### src/rtl/mbus_bridge_pkg.sv
package mbus_bridge_pkg;

    // Cycle classes produced by the address/function-code decoder
    typedef enum logic [1:0] {
        CYC_NONE = 2'd0,
        CYC_MEM  = 2'd1,
        CYC_IO   = 2'd2,
        CYC_IACK = 2'd3
    } cyc_kind_e;

    // Function code of an interrupt-acknowledge cycle
    localparam logic [2:0] FC_INT_ACK = 3'b111;

    // Internal active-high view of the bridge outputs
    typedef struct packed {
        logic mreq;
        logic iorq;
        logic rd;
        logic wr;
        logic dtack;
        logic berr;
        logic vpa;
    } bridge_resp_t;

    // Synchronized processor-side inputs (active high)
    typedef struct packed {
        logic strobe;
        logic data;
        logic ack;
    } cpu_sync_t;

    function automatic logic owns_cycle(cyc_kind_e k);
        return (k == CYC_MEM) || (k == CYC_IO);
    endfunction

endpackage

### src/rtl/mbb_sync.sv
module mbb_sync #(
    parameter int WIDTH = 3
) (
    input  logic             clk,
    input  logic             rst,
    input  logic [WIDTH-1:0] d,
    output logic [WIDTH-1:0] q
);
    for (genvar i = 0; i < WIDTH; i++) begin : g_bit
        logic stage1, stage2;
        always_ff @(posedge clk) begin
            if (rst) begin
                stage1 <= 1'b0;
                stage2 <= 1'b0;
            end else begin
                stage1 <= d[i];
                stage2 <= stage1;
            end
        end
        assign q[i] = stage2;
    end
endmodule

### src/rtl/mbb_decode.sv
module mbb_decode
    import mbus_bridge_pkg::*;
#(
    parameter int                TAG_W   = 5,
    parameter logic [TAG_W-1:0]  MEM_TAG = 5'b11110,
    parameter logic [TAG_W-1:0]  IO_TAG  = 5'b11111
) (
    input  logic [TAG_W-1:0] tag,
    input  logic [2:0]       fc,
    output cyc_kind_e        kind
);
    always_comb begin
        if (fc == FC_INT_ACK)      kind = CYC_IACK;
        else if (tag == MEM_TAG)   kind = CYC_MEM;
        else if (tag == IO_TAG)    kind = CYC_IO;
        else                       kind = CYC_NONE;
    end
endmodule

### src/rtl/mbb_timer.sv
module mbb_timer #(
    parameter int WAIT_CYC = 2,
    parameter int TIMEOUT  = 64
) (
    input  logic clk,
    input  logic rst,
    input  logic active,   // synchronized strobe
    input  logic own,      // bridge answers this cycle itself
    input  logic ack,      // some other acknowledge present now
    output logic dtack_due,
    output logic berr_due
);
    localparam int MAXV = (WAIT_CYC > TIMEOUT) ? WAIT_CYC : TIMEOUT;
    localparam int CW   = $clog2(MAXV + 1);
    localparam logic [CW-1:0] WAIT_V = CW'(WAIT_CYC);
    localparam logic [CW-1:0] TOUT_V = CW'(TIMEOUT);
    localparam logic [CW-1:0] MAX_V  = CW'(MAXV);

    logic [CW-1:0] count;
    logic          acked;

    always_ff @(posedge clk) begin
        if (rst || !active) begin
            count <= '0;
            acked <= 1'b0;
        end else begin
            if (count != MAX_V) count <= count + 1'b1;
            if (ack)            acked <= 1'b1;
        end
    end

    assign dtack_due = (count >= WAIT_V);
    assign berr_due  = !own && !acked && !ack && (count >= TOUT_V);
endmodule

### src/rtl/mbus_bridge.sv
module mbus_bridge
    import mbus_bridge_pkg::*;
#(
    parameter int                          ADDR_W   = 24,
    parameter int                          PASS_W   = 19,
    parameter logic [ADDR_W-PASS_W-1:0]    MEM_TAG  = 5'b11110,
    parameter logic [ADDR_W-PASS_W-1:0]    IO_TAG   = 5'b11111,
    parameter int                          WAIT_CYC = 2,
    parameter int                          TIMEOUT  = 64
) (
    input  logic              clk,
    input  logic              rst,
    input  logic [ADDR_W-1:0] cpu_addr,
    input  logic              as_n,
    input  logic              uds_n,
    input  logic              lds_n,
    input  logic              rw,
    input  logic [2:0]        fc,
    input  logic              dev_ack_n,
    output logic [PASS_W-1:0] bp_addr,
    output logic              mreq_n,
    output logic              iorq_n,
    output logic              rd_n,
    output logic              wr_n,
    output logic              dtack_n,
    output logic              berr_n,
    output logic              vpa_n
);
    localparam int TAG_W = ADDR_W - PASS_W;

    cpu_sync_t    raw_in, sync_in;
    cyc_kind_e    kind;
    bridge_resp_t resp;
    logic         live, own, any_ds, dtack_due, berr_due;

    assign any_ds = !(uds_n && lds_n);
    assign raw_in = '{strobe: !as_n, data: any_ds, ack: !dev_ack_n};

    mbb_sync #(.WIDTH($bits(cpu_sync_t))) u_sync (
        .clk (clk),
        .rst (rst),
        .d   (raw_in),
        .q   (sync_in)
    );

    mbb_decode #(.TAG_W(TAG_W), .MEM_TAG(MEM_TAG), .IO_TAG(IO_TAG)) u_decode (
        .tag  (cpu_addr[ADDR_W-1:PASS_W]),
        .fc   (fc),
        .kind (kind)
    );

    assign own = owns_cycle(kind);

    mbb_timer #(.WAIT_CYC(WAIT_CYC), .TIMEOUT(TIMEOUT)) u_timer (
        .clk       (clk),
        .rst       (rst),
        .active    (sync_in.strobe),
        .own       (own),
        .ack       (sync_in.ack || (kind == CYC_IACK)),
        .dtack_due (dtack_due),
        .berr_due  (berr_due)
    );

    // The raw strobe gates everything so release needs no clock edge
    assign live = !rst && !as_n && sync_in.strobe;

    always_comb begin
        resp       = '0;
        resp.mreq  = live && (kind == CYC_MEM);
        resp.iorq  = live && (kind == CYC_IO);
        resp.rd    = live && own && rw;
        resp.wr    = live && own && !rw && sync_in.data && any_ds;
        resp.dtack = live && own && dtack_due;
        resp.berr  = live && berr_due;
        resp.vpa   = live && (kind == CYC_IACK);
    end

    assign bp_addr = cpu_addr[PASS_W-1:0];
    assign mreq_n  = !resp.mreq;
    assign iorq_n  = !resp.iorq;
    assign rd_n    = !resp.rd;
    assign wr_n    = !resp.wr;
    assign dtack_n = !resp.dtack;
    assign berr_n  = !resp.berr;
    assign vpa_n   = !resp.vpa;
endmodule

### config.mk
export PLATFORM = sky130hd
export DESIGN_NAME = mbus_bridge
export DESIGN_NICKNAME = d
export VERILOG_FILES = /design/src/rtl/mbus_bridge_pkg.sv /design/src/rtl/mbb_sync.sv /design/src/rtl/mbb_decode.sv /design/src/rtl/mbb_timer.sv /design/src/rtl/mbus_bridge.sv
export SDC_FILE = /design/constraint.sdc
export NUM_CORES = 1
export LEC_CHECK = 0
export ABC_AREA = 1
export BUFFER_PORTS_ARGS = -buffer_cell sky130_fd_sc_hd__buf_2
export CAP_MARGIN = 20
export CORE_ASPECT_RATIO = 1.5
export CORE_MARGIN = 2
export CORE_UTILIZATION = 35
export CTS_CLUSTER_DIAMETER = 30
export DETAILED_ROUTE_END_ITERATION = 7
export GPL_ROUTABILITY_DRIVEN = 0
export PLACE_DENSITY = 0.71
export REMOVE_ABC_BUFFERS = 1
export SYNTH_ARGS = -nofsm -noshare
export SYNTH_HDL_FRONTEND = slang
export SYNTH_SLANG_ARGS = --single-unit
### constraint.sdc
create_clock -name clk -period 1.1 [get_ports clk]
set_input_delay 0.11 -clock clk [delete_from_list [all_inputs] [get_ports clk]]
set_output_delay 0.11 -clock clk [all_outputs]
set_load 0.01 [all_outputs]
# Word-level counts from Yosys, hierarchy flattened
# Cells that the tools add are included.
[totals]
out_inout_bits = 26
reg_bits = 14
in_bits = 34
elab_cells = 56
[classes]
mux = 3
eq_ne = 7
add_sub_neg = 1
n_reduce_logical = 35
magnitude_cmp = 2
[op_table]
columns = ["cell", "n"]
rows = [
  ["$logic_and A1 B1 Y1", 16],
  ["$logic_not A1 Y1", 16],
  ["$eq A5 B5 Y1 const B", 2],
  ["$add A7 B1 Y7 const B", 1],
  ["$ge A7 B2 Y1 const B", 1],
  ["$ge A7 B7 Y1 const B", 1],
  ["$ne A7 B7 Y1 const B", 1],
  ["$mux W2", 3],
  ["$eq A2 B2 Y1 const B", 2],
  ["$eq A3 B3 Y1 const B", 1],
  ["$logic_or A1 B1 Y1", 3],
  ["$eq A2 B1 Y1 const B", 1],
]

# Longest topological paths before layout
# Gate-level depths: netlist of the first run.
[depth]
word_depth = 12
ltp_mapped = 8

# By module
# From an unflattened synthesis of the first run, not the netlist that was laid out.
[hier_totals]
cells_unflattened = 125
hier_area_um2 = 869.6
[modules_own_cells]
columns = ["mod", "cells_per_inst", "n_inst", "area_each_um2"]
rows = [
  ["mbb_timer", 51, 1, 366.6],
  ["mbus_bridge", 44, 1, 277.8],
  ["mbb_sync", 21, 1, 187.7],
  ["mbb_decode", 9, 1, 37.5],
]

# Worst setup path before layout of the first run
# OpenSTA, ideal clock, no wires.
[synth_path]
path_type = "input port to output port"
start = "input port cpu_addr[23]"
end = "output port wr_n"
required_time_ns = 0.990
stages = 6
setup_slack_ns = -0.049
arrival_ns = 1.039
cell_sequence = "nand4_1 nor2_1 nor2_1 ha_1 nor3_4 nand3_1"
[synth_via]
elab_chain_len = 11
elab_cells_between_ends = 13
cone_classes = "4 x eq/ne; 3 x mux; 6 x reduce/logical"
[synth_lines]
columns = ["item", "line_no", "rtl"]
rows = [
  ["start: declaration", "mbus_bridge.sv:13", "input logic [ADDR_W-1:0] cpu_addr,"],
  ["$eq A5 B5 Y1", "mbb_decode.sv:15", "else if (tag == IO_TAG) kind = CYC_IO;"],
  ["$mux W2", "mbb_decode.sv:15", ""],
  ["$mux W2 *", "mbb_decode.sv:14", "else if (tag == MEM_TAG) kind = CYC_MEM;"],
  ["$mux W2 *", "mbb_decode.sv:13", "if (fc == FC_INT_ACK) kind = CYC_IACK;"],
  ["$eq A2 B1 Y1 or $eq A2 B2 Y1 (tied branches)", "mbus_bridge_pkg.sv:33", "return (k == CYC_MEM) || (k == CYC_IO);"],
  ["$logic_or A1 B1 Y1 *", "mbus_bridge_pkg.sv:33", ""],
  ["$logic_and A1 B1 Y1 * (4 in a row)", "mbus_bridge.sv:72", "resp.wr = live && own && !rw && sync_in.data && any_ds;"],
  ["$logic_not A1 Y1 *", "mbus_bridge.sv:82", "assign wr_n = !resp.wr;"],
  ["end: declaration", "mbus_bridge.sv:24", "output logic wr_n,"],
]
# Mark *: on every way between the ends. The rest lies on a longest branch, timed or not.

# Worst setup path in the final report of the first run
# Same ends and word-level chain as after synthesis.

==> results of run 1 <==
per-stage QoR:
stage                     cells  hold WS [ps]
after floorplan              94         176.7
after global placement      142         220.2
after detailed placement    142         220.2
after CTS                   154         71.44
after global routing        160         87.66
final                       160         70.97
sequential cells by signal, summed over array words and instances (netlist names):
register,flops
u_timer.count,7
u_sync.g_bit.stage1,3
u_sync.g_bit.stage2,3
u_timer.acked,1
worst max path at each step:
| stage | from | endpoint | slack [ps] | depth (start not counted) |
|---|---|---|---|---|
| floorplan | cpu_addr[23] | wr_n | -50 | 6 |
| global placement | fc[2] | dtack_n | -280 | 8 |
| detailed placement | cpu_addr[23] | wr_n | -310 | 8 |
| CTS | u_sync.g_bit[2].stage2$_SDFF_PP0_ | wr_n | -310 | 6 |
| global route | cpu_addr[23] | wr_n | -360 | 8 |
| finish | cpu_addr[23] | wr_n | -300 | 8 |
cell usage after synthesis:
library cell / instances / area share, %
nand3_1: 7 / 4.2
o21bai_1: 1 / 0.90
nor3_1: 1 / 0.60
o21ai_1: 1 / 0.60
xor2_1: 2 / 2.1
inv_1: 15 / 6.8
dfxtp_1: 14 / 34
nor3_4: 1 / 2.0
xnor2_1: 1 / 1.1
ha_1: 3 / 4.5
nor2_4: 2 / 2.7
nand2_1: 16 / 7.2
nand4_1: 2 / 1.5
a21oi_1: 2 / 1.2
inv_4: 1 / 0.75
nor2_1: 21 / 9.5
nor2_2: 1 / 0.75
nand3_2: 2 / 2.4
buf_4: 19 / 17
o21ai_0: 1 / 0.60
area by class of cell:
cell class / instances / area [um2] / area share (%)
Tap cell: 23 / 28.78 / 2.599
Inverter: 16 / 65.06 / 5.876
Clock buffer: 4 / 36.28 / 3.277
Timing Repair Buffer: 39 / 274.0 / 24.75
Multi-Input combinational cell: 64 / 414.1 / 37.40
Sequential cell: 14 / 289.0 / 26.10
critical path: stages:
cell     delay [ps]
buf_6            60
nand4_1         140
nor2_2          150
nor2_1           60
ha_1            320
nor3_4          230
nand3_1          90
buf_2           140
per-layer routing:
metal,part of all wire (%),wire length [um]
met1,35,778
met3,11,250
met4,1.9,43
met5,0,0
met2,52,1163
what timing repair did:
item | CTS | global route
hold endpoints to repair | 1 | 0
endpoints found under the setup margin | 8 | 12
pin swaps | 8 | 13
gates resized for setup | 6 | 24
hold buffers | 1 | 0
buffers inserted | 7 | 7
logic make-up after synthesis:
| kind of cell | synth area share (%) |
|---|---|
| simple gates | 30.78 |
| buf+inv | 24.63 |
| flops | 33.63 |
| compound gates | 3.303 |
| xor+xnor | 3.154 |
| fa+ha+maj | 4.505 |
power by group through the flow:
stage / sequential [W] / clock [W] / combinational, W
5_1_grt: 0.000522 / 0.000404 / 0.000128
3_5_place_dp: 0.000536 / 0 / 0.0000825
3_3_place_gp: 0.000535 / 0 / 0.0000797
4_1_cts: 0.000525 / 0.000379 / 0.0000991
2_1_floorplan: 0.000535 / 0 / 0.0000379
6_report: 0.000521 / 0.000373 / 0.000115
==> flow_metrics.py, run 1 <==
metrics = {
    "outcome": {
        "status": "complete, but fails checks",
        "violations": "negative setup slack",
    },
    "power_and_ir_drop": {
        "peakVddDrop_mv": 0.4297,
        "p_sw_w": 0.0002297,
        "leakage_nw": 0.4895,
        "p_per_area_mw_per_mm2": 911.9,
        "p_int_w": 0.0007801,
        "finalPower_w": 0.001010,
        "p_sw_share_pct": 22.74,
        "clkPwrFrac_pct": 37.0,
        "pwr-share-comb_pct": 11.4,
        "seqPwrFrac_pct": 51.6,
    },
    "grt": {
        "busiest_layer": "met2",
        "antenna_found_initial": 0,
        "grt_pass1_wl_um": 3049,
        "grt_max_degree": 9,
        "use_met3_pct": 8.192,
        "grt_use_met1_pct": 17.75,
        "grt_pass1_vias": 707,
        "met2_usage_pct": 21.14,
        "grt_usage_pct": 15.48,
        "grt_overflow": 0,
    },
    "cts": {
        "cts_tree": "done",
        "cts_root_buffer": "clkbuf_4",
        "clock-sinks": 14,
        "clock_latency_ps": 290,
        "htree_num_levels": 1,
        "clock_path_buffers": 2,
        "cts_made_buffers": 3,
        "clk_pin_slew_ps": 80,
    },
    "worst_hold_path": {
        "worstHoldStart": "lds_n",
        "min_path_type": "input port to flip-flop",
        "min_to": "u_sync.g_bit[1].stage1$_SDFF_PP0_",
        "whs_path_depth": 4,
    },
    "timing": {
        "fin_crit_sh_pct": 127.7,
        "final_hold_viol_count": 0,
        "finalSetupTns_ps": -1717,
        "finalWorstSetupSlack_ps": -304.5,
        "fin_crit_ps": 1404,
        "setup_viol": 8,
        "drv_slew": 0,
        "finClkSkew_ps": 2.169,
        "max_freq_mhz": 712.0,
        "max_slew_margin_pct": 82.86,
        "rsz0062_at_grt": "true",
        "tightest_slew_ps": 256.2,
    },
    "yosys": {
        "ys_ff_latch": 14,
        "synth_cell_types": 20,
        "syn_area_um2": 833.3,
        "ys.warnings.count": 0,
        "syn-mean-instance-area_um2": 7.374,
        "yosysSeqAreaShare_pct": 33.63,
        "synthCells": 113,
    },
    "setup_path": {
        "cp-end-kind": "primary output",
        "r2r-end": "u_timer.count[6]$_SDFFE_PP0N_",
        "worst-r2r-cell-count": 6,
        "timing.reg2reg.setup_slack_ps": -20,
        "worstPathMaxFanout": 3,
        "startpoint_type": "input port",
        "r2r_start": "u_timer.count[1]$_SDFFE_PP0N_",
        "worstPathRequired_ps": 990,
        "path_class": "input port to primary output",
        "cp.arrival_ps": 1290,
    },
    "die": {
        "initial_core_util_pct": 37.31,
        "die_h_um": 63.76,
        "coreArea_mm2": 0.002233,
        "rows": 21,
        "die-area_mm2": 0.002795,
        "fp.dieW_um": 43.84,
        "ioPinCount": 60,
    },
    "final_layout": {
        "final_util_pct": 49.58,
        "final_cell_mix": "19 x nor2_1, 17 x buf_4, 16 x buf_2",
        "nFillCells": 201,
        "final_cell_area_mm2": 0.001107,
        "area_delta_synth_final_pct": 32.88,
        "mostFrequentLayoutCell": "nor2_1",
        "n_antenna_cell": 0,
        "layout.nets": 175,
        "final_layout_size_suffix_gt1_share_pct": 48.91,
    },
    "placed_design": {
        "place.port_buffers": 21,
        "pre_cts_ws_ps": -312.0,
        "dpl_cell_area_um2": 854.6,
        "dpl.hpwl_um": 1445,
    },
    "routing": {
        "ant_nets": 0,
        "drt_iter0_drc": 12,
        "routed-via-count": 775,
        "drc": 0,
        "wl_per_cell_um": 13.98,
        "routed_via_density": 4.844,
        "detail_route.first_pass.iterations": 4,
        "wl_um": 2236,
    },
    "flow_run": {
        "drv_cap": 0,
    },
}
Note: power is estimated with default switching activity, not from simulation.
==> run 2, diff against run 1 <==
- PLACE_DENSITY: 0.71 -> 0.68
- SYNTH_HIERARCHICAL: default -> 1
- clock period: 1.1 -> 1.66 ns (I/O delays scaled with it)
==> run 2 against run 1 <==
Against the previous run: the run now ends clean; combinational power decreased by 47%; sequential share of layout area increased by 4.6 points; synthesized area increased by 4.4%; via count decreased by 11%; first-iteration DRC count decreased by 17%; synthesized cell count increased by 11%; clock skew increased by 3.9 ps; final area decreased by 18%; critical path type unchanged; largest power group unchanged; highest routed layer unchanged.
==> flow_metrics.py, run 2 <==
metrics = {
    "setup_path": {
        "path_depth": 11,
        "slowest_stage": "ha_4",
        "worst_path_most_repeated_cell": "nand2_1",
        "worst-r2r-cell-count": 4,
        "path_buf_inv": 4,
        "cp-end-kind": "primary output",
        "path_class": "input port to primary output",
        "cpLargestDelayFamily": "simple AND/OR/NAND/NOR gates",
        "startpoint_type": "input port",
        "worstPathMaxFanout": 3,
        "worstPathRequired_ps": 1490,
        "slowest_delay_ps": 270,
        "cp.arrival_ps": 1370,
        "path_cells": "buf_2, nand2_1, nor2_2, nand2_1, nand2_2, inv_1, ha_4, inv_1, nor4_2, nand2_1, buf_2",
    },
    "final_layout": {
        "largest_reg_flops": 7,
        "final_util_pct": 38.09,
        "nFillCells": 266,
        "regMostFlops": "u_timer/count",
        "area_delta_synth_final_pct": 4.892,
        "final_cell_area_um2": 912.1,
        "mostFrequentLayoutCell": "nand2_1",
        "final_cell_mix": "25 x nand2_1, 21 x buf_2, 20 x inv_1",
        "n_antenna_cell": 0,
        "largestRegisters": "u_timer/count: 7 flops, u_sync/g_bit.stage1: 3 flops, u_sync/g_bit.stage2: 3 flops",
        "layout.nets": 170,
        "final_layout_size_suffix_gt1_share_pct": 26.92,
    },
    "cts": {
        "clock_path_buffers": 2,
        "cts_made_buffers": 3,
        "cts_tree": "done",
        "ctsHoldBuffers": 0,
        "clock_latency_ps": 270,
        "clock-sinks": 14,
        "clk_pin_slew_ps": 80,
        "htree_num_levels": 1,
        "cts_root_buffer": "clkbuf_4",
    },
    "die": {
        "coreArea_mm2": 0.002395,
        "die-area_mm2": 0.002908,
        "die_h_um": 65.05,
        "rows": 22,
        "ioPinCount": 60,
        "fp.dieW_um": 44.70,
        "initial_core_util_pct": 36.31,
    },
    "routing": {
        "detail_route.first_pass.iterations": 2,
        "routed_via_density": 4.474,
        "wl_per_cell_um": 11.06,
        "ant_nets": 0,
        "wl_um": 1703,
        "routed-via-count": 689,
        "drc": 0,
        "drt_iter0_drc": 10,
    },
    "yosys": {
        "synth.top_cell.area_share_pct": 32.23,
        "synth-async-reset-ratio_pct": 0,
        "synth_edf_count": 0,
        "syn_area_um2": 869.6,
        "synth_cell_types": 17,
        "ys.warnings.count": 6,
        "yosys.area.top_type": "dfxtp_1",
        "yosys-top-cells-count": "26 x nand2_1, 22 x buf_4, 20 x inv_1, 16 x nor2_1, 14 x dfxtp_1",
        "yosysSeqAreaShare_pct": 32.23,
        "ys_top_cells_by_area": "dfxtp_1 32%, buf_4 19%, nand2_1 11%",
        "synth.most_common_cell": "nand2_1",
        "synthCells": 125,
        "ys_ff_latch": 14,
        "syn-mean-instance-area_um2": 6.957,
        "synthFlopType": "dfxtp_1",
    },
    "power_and_ir_drop": {
        "finalPower_w": 0.0006450,
        "peakVddDrop_mv": 0.3430,
        "leakage_nw": 0.4324,
        "p_per_area_mw_per_mm2": 707.1,
    },
    "grt": {
        "grt_pass1_wl_um": 2642,
        "grt_usage_pct": 12.45,
        "grt_pass1_vias": 633,
        "antenna_found_initial": 0,
        "grt_max_degree": 9,
        "grt_overflow": 0,
    },
    "placed_design": {
        "dpl_cell_area_um2": 839.6,
        "place.port_buffers": 21,
        "dpl.hpwl_um": 1364,
    },
    "timing": {
        "max_freq_mhz": 652.4,
        "drv_slew": 0,
        "finClkSkew_ps": 6.056,
        "final_hold_viol_count": 0,
        "max_slew_margin_pct": 81.79,
        "fin_crit_sh_pct": 92.34,
        "tightest_slew_ps": 272.5,
        "setup_viol": 0,
        "whs_ps": 101.0,
        "finalSetupTns_ps": 0,
        "rsz0062_at_grt": "false",
        "fin_crit_ps": 1533,
    },
    "flow_run": {
        "drv_cap": 0,
    },
    "worst_hold_path": {
        "whs_path_depth": 4,
        "min_path_type": "input port to flip-flop",
    },
    "outcome": {
        "status": "completed",
    },
}
## run 2: changes by cell type in the layout (fill, tap and decap cells not counted), moves of 3 or more
| cell | previous run | this run |
|---|---|---|
| nand2_1 | 14 | 25 |
| buf_6 | 5 | 0 |
| buf_4 | 17 | 2 |
| dfxtp_1 | 11 | 14 |
| nor2_1 | 19 | 16 |
| nand3_2 | 4 | 0 |
| inv_1 | 11 | 20 |
| nor3_1 | 0 | 4 |
| ha_1 | 1 | 4 |
| buf_2 | 16 | 21 |
## run 2: path summary, 6_finish.rpt
path | start | to | slack [ps]
min reg2reg | u_sync/g_bit[0].stage1$_SDFF_PP0_ | u_sync/g_bit[0].stage2$_SDFF_PP0_ | 400
max | cpu_addr[20] | berr_n | 130
max reg2reg | u_timer/count[0]$_SDFFE_PP0N_ | u_timer/count[6]$_SDFFE_PP0N_ | 540
min | dev_ack_n | u_sync/g_bit[0].stage1$_SDFF_PP0_ | 100
## run 2: final cells by class
cell class | count | area [um2] | area share [%]
Clock buffer | 4 | 36.28 | 3.978
Inverter | 21 | 78.83 | 8.642
Multi-Input combinational cell | 68 | 366.6 | 40.19
Sequential cell | 14 | 280.3 | 30.73
Tap cell | 24 | 30.03 | 3.292
Timing Repair Buffer | 23 | 120.1 | 13.17
## run 2: stage by stage
step                instances  setup WS (ps)
CTS                       152          70.91
finish                    154          127.1
detailed placement        148          70.58
floorplan                 103          312.0
global route              154         0.4509
global placement          148          96.89
## run 2: repair_timing
action | 4_1_cts | 5_1_grt
setup endpoints to repair | 0 | 1
buffers inserted | 0 | 2
resized for setup | 0 | 3
## run 2: worst register-to-register path, stage by stage, from the launching register on
cell and delay [ps]:
dfxtp_1 400, ha_1 210, nand3_1 140, o21ai_0 170
a21oi_1 80
## run 2: where the power goes
| group | total (W) | leakage, nW | switching (W) | internal [W] |
|---|---|---|---|---|
| clock network | 0.000237 | 0.0210 | 0.000104 | 0.000133 |
| logic | 0.0000610 | 0.297 | 0.0000313 | 0.0000296 |
| registers | 0.000347 | 0.114 | 0.00000296 | 0.000344 |
## run 2: kinds of logic after synthesis
family                     count (synthesis)  share of synthesized area (%)
buffers and inverters                     43                          28.06
AOI/OAI and AO/OA                          4                          2.301
DFF                                       14                          32.23
xor gates and xnor gates                   2                          2.015
and+or+nand+nor                           57                          28.20
adders and majority gates                  5                          7.194
## run 2: layer usage
layer	wire, um	GRT usage [%]	up-vias
met5	0	8.889	-
met4	38	6.818	0
met3	243	7.521	2
met2	717	16.12	40
met1	704	14.82	285
li1	-	-	362
==> run 3, diff against run 2 <==
--- a/config.mk
+++ b/config.mk
@@ -10,5 +10,7 @@
 export CAP_MARGIN = 20
+export CELL_PAD_IN_SITES_DETAIL_PLACEMENT = 1
+export CELL_PAD_IN_SITES_GLOBAL_PLACEMENT = 1
 export CORE_ASPECT_RATIO = 1.5
 export CORE_MARGIN = 2
-export CORE_UTILIZATION = 35
+export CORE_UTILIZATION = 28
 export CTS_CLUSTER_DIAMETER = 30
@@ -16,4 +18,5 @@
 export GPL_ROUTABILITY_DRIVEN = 0
-export PLACE_DENSITY = 0.68
+export PLACE_DENSITY = 0.81
 export REMOVE_ABC_BUFFERS = 1
+export SLEW_MARGIN = 20
 export SYNTH_ARGS = -nofsm -noshare
==> constraint.sdc (replaced) <==
create_clock -name clk -period 1.66 [get_ports clk]
set_input_delay 0.415 -clock clk [delete_from_list [all_inputs] [get_ports clk]]
set_output_delay 0.415 -clock clk [all_outputs]
set_load 0.01 [all_outputs]
==> run 3 against run 2 <==
Against the previous run: the flow now finishes with violations (negative setup slack); count of clock-buffer cells in the layout unchanged; worst hold slack improved by 280 ps; critical path depth unchanged; clock skew increased by 1.4 ps; sequential power about the same.
==> flow_metrics.py, run 3 (synthesized netlist as in run 2, its figures left out) <==
metrics = {
    "timing": {
        "fin_crit_ps": 2064,
        "finalWorstSetupSlack_ps": -404.3,
        "drv_slew": 0,
        "fin_crit_sh_pct": 124.4,
        "rsz0062_at_grt": "true",
        "setup_viol": 7,
        "max_freq_mhz": 484.4,
        "max_slew_margin_pct": 80.32,
        "final_hold_viol_count": 0,
        "finClkSkew_ps": 7.478,
        "tightest_slew_ps": 294.5,
        "finalSetupTns_ps": -1786,
    },
    "grt": {
        "grt_usage_pct": 13.69,
        "grt_overflow": 0,
        "antenna_found_initial": 0,
        "grt_pass1_wl_um": 3663,
        "grt_max_degree": 9,
        "grt_pass1_vias": 826,
    },
    "cts": {
        "cts_root_buffer": "clkbuf_8",
        "cts_tree": "done",
        "htree_num_levels": 1,
        "cts_made_buffers": 3,
        "ctsHoldBuffers": 0,
        "clock_latency_ps": 250,
        "clk_pin_slew_ps": 50,
        "clock-sinks": 14,
        "clock_path_buffers": 2,
    },
    "die": {
        "die_h_um": 72.26,
        "ioPinCount": 60,
        "coreArea_mm2": 0.002943,
        "rows": 24,
        "die-area_mm2": 0.003577,
        "fp.dieW_um": 49.50,
        "initial_core_util_pct": 29.55,
    },
    "final_layout": {
        "largestRegisters": "u_timer/count: 7 flops, u_sync/g_bit.stage1: 3 flops, u_sync/g_bit.stage2: 3 flops",
        "final_layout_size_suffix_gt1_share_pct": 34.85,
        "area_delta_synth_final_pct": 18.71,
        "seq_area_um2": 280.3,
        "final_util_pct": 35.08,
        "layout.nets": 172,
        "final_cell_mix": "21 x nand2_1, 18 x inv_1, 16 x nor2_1, 16 x buf_2, 14 x dfxtp_1",
        "mostFrequentLayoutCell": "nand2_1",
        "fin_cells": 171,
        "multi_input_area_um2": 402.9,
        "nFillCells": 391,
        "n_antenna_cell": 0,
        "regMostFlops": "u_timer/count",
        "largest_reg_flops": 7,
    },
    "routing": {
        "drt_iter0_drc": 16,
        "wl_per_cell_um": 14.33,
        "routed_via_density": 4.526,
        "wl_um": 2451,
        "routed-via-count": 774,
        "detail_route.first_pass.iterations": 4,
        "drc": 0,
        "ant_nets": 0,
    },
    "setup_path": {
        "cp.arrival_ps": 1650,
        "cp-end-kind": "primary output",
        "path_class": "input port to primary output",
        "worstPathMaxFanout": 3,
        "worstPathRequired_ps": 1240,
        "startpoint_type": "input port",
    },
    "flow_run": {
        "drv_cap": 0,
    },
    "power_and_ir_drop": {
        "leakage_nw": 0.4593,
        "p_per_area_mw_per_mm2": 742.0,
        "peakVddDrop_mv": 0.3479,
    },
    "placed_design": {
        "place.port_buffers": 21,
        "dpl.hpwl_um": 1645,
        "place_inst": 163,
    },
    "worst_hold_path": {
        "min_path_type": "input port to flip-flop",
    },
    "outcome": {
        "violations": "negative setup slack",
        "status": "complete, but fails checks",
    },
}
run 3: worst paths after layout:
path	end	slack, ps	cells after the start	from
max reg2reg	u_timer/count[6]$_SDFFE_PP0N_	490	4	u_timer/count[0]$_SDFFE_PP0N_
max	dtack_n	-400	11	cpu_addr[21]
min	u_sync/g_bit[0].stage1$_SDFF_PP0_	380	4	dev_ack_n
min reg2reg	u_sync/g_bit[0].stage2$_SDFF_PP0_	400	2	u_sync/g_bit[0].stage1$_SDFF_PP0_
run 3: layout make-up:
cell class	count	area share, %
well taps	39	4.727
repair buffers	25	16.12
multi-input cells	68	39.03
flip-flops and latches	14	27.15
clock buffers	4	5.333
inverters	21	7.636
run 3: what timing repair did:
action,4_1_cts,5_1_grt
pin swaps,7,9
setup buffers,2,2
setup endpoints to repair,6,7
gates resized for setup,12,7
run 3: critical path, cell delays in order:
cell and delay [ps]:
buf_6 70, nand2_2 60, nor2_2 130, nand2_1 80
nand2_2 100, buf_4 150, ha_4 200, buf_4 140
nor2_4 100, nand2_1 70, buf_2 140
run 3: metrics by stage:
stage                     total power (W)  cell area, um2  hold WS [ps]  worst slack [ps]
after global routing            0.0007952            1032         413.2            -455.0
final                           0.0007660            1032         378.7            -404.3
after detailed placement        0.0004090           858.3         394.7            -490.4
after floorplan                 0.0003821           704.4         388.3            -186.0
after global placement          0.0004047           858.3         392.8            -406.7
after CTS                       0.0007601           974.7         378.3            -335.7
run 3: metal layers:
layer  vias to the layer above  part of all wire [%]  wire, um  track usage [%]
met5                         -                     0         0            6.061
met4                         0                   3.3        80            8.333
met3                         7                    11       272            6.584
met2                        50                    51      1255            23.27
met1                       353                    34       843            12.80
li1                        364                     -         -                -
run 3: where the power goes:
group | internal (W) | switching [W] | total, W | leakage, nW
combinational | 0.0000411 | 0.0000413 | 0.0000823 | 0.316
clock | 0.000210 | 0.000125 | 0.000336 | 0.0288
sequential | 0.000344 | 0.00000344 | 0.000348 | 0.114
total | 0.000596 | 0.000170 | 0.000766 | 0.459
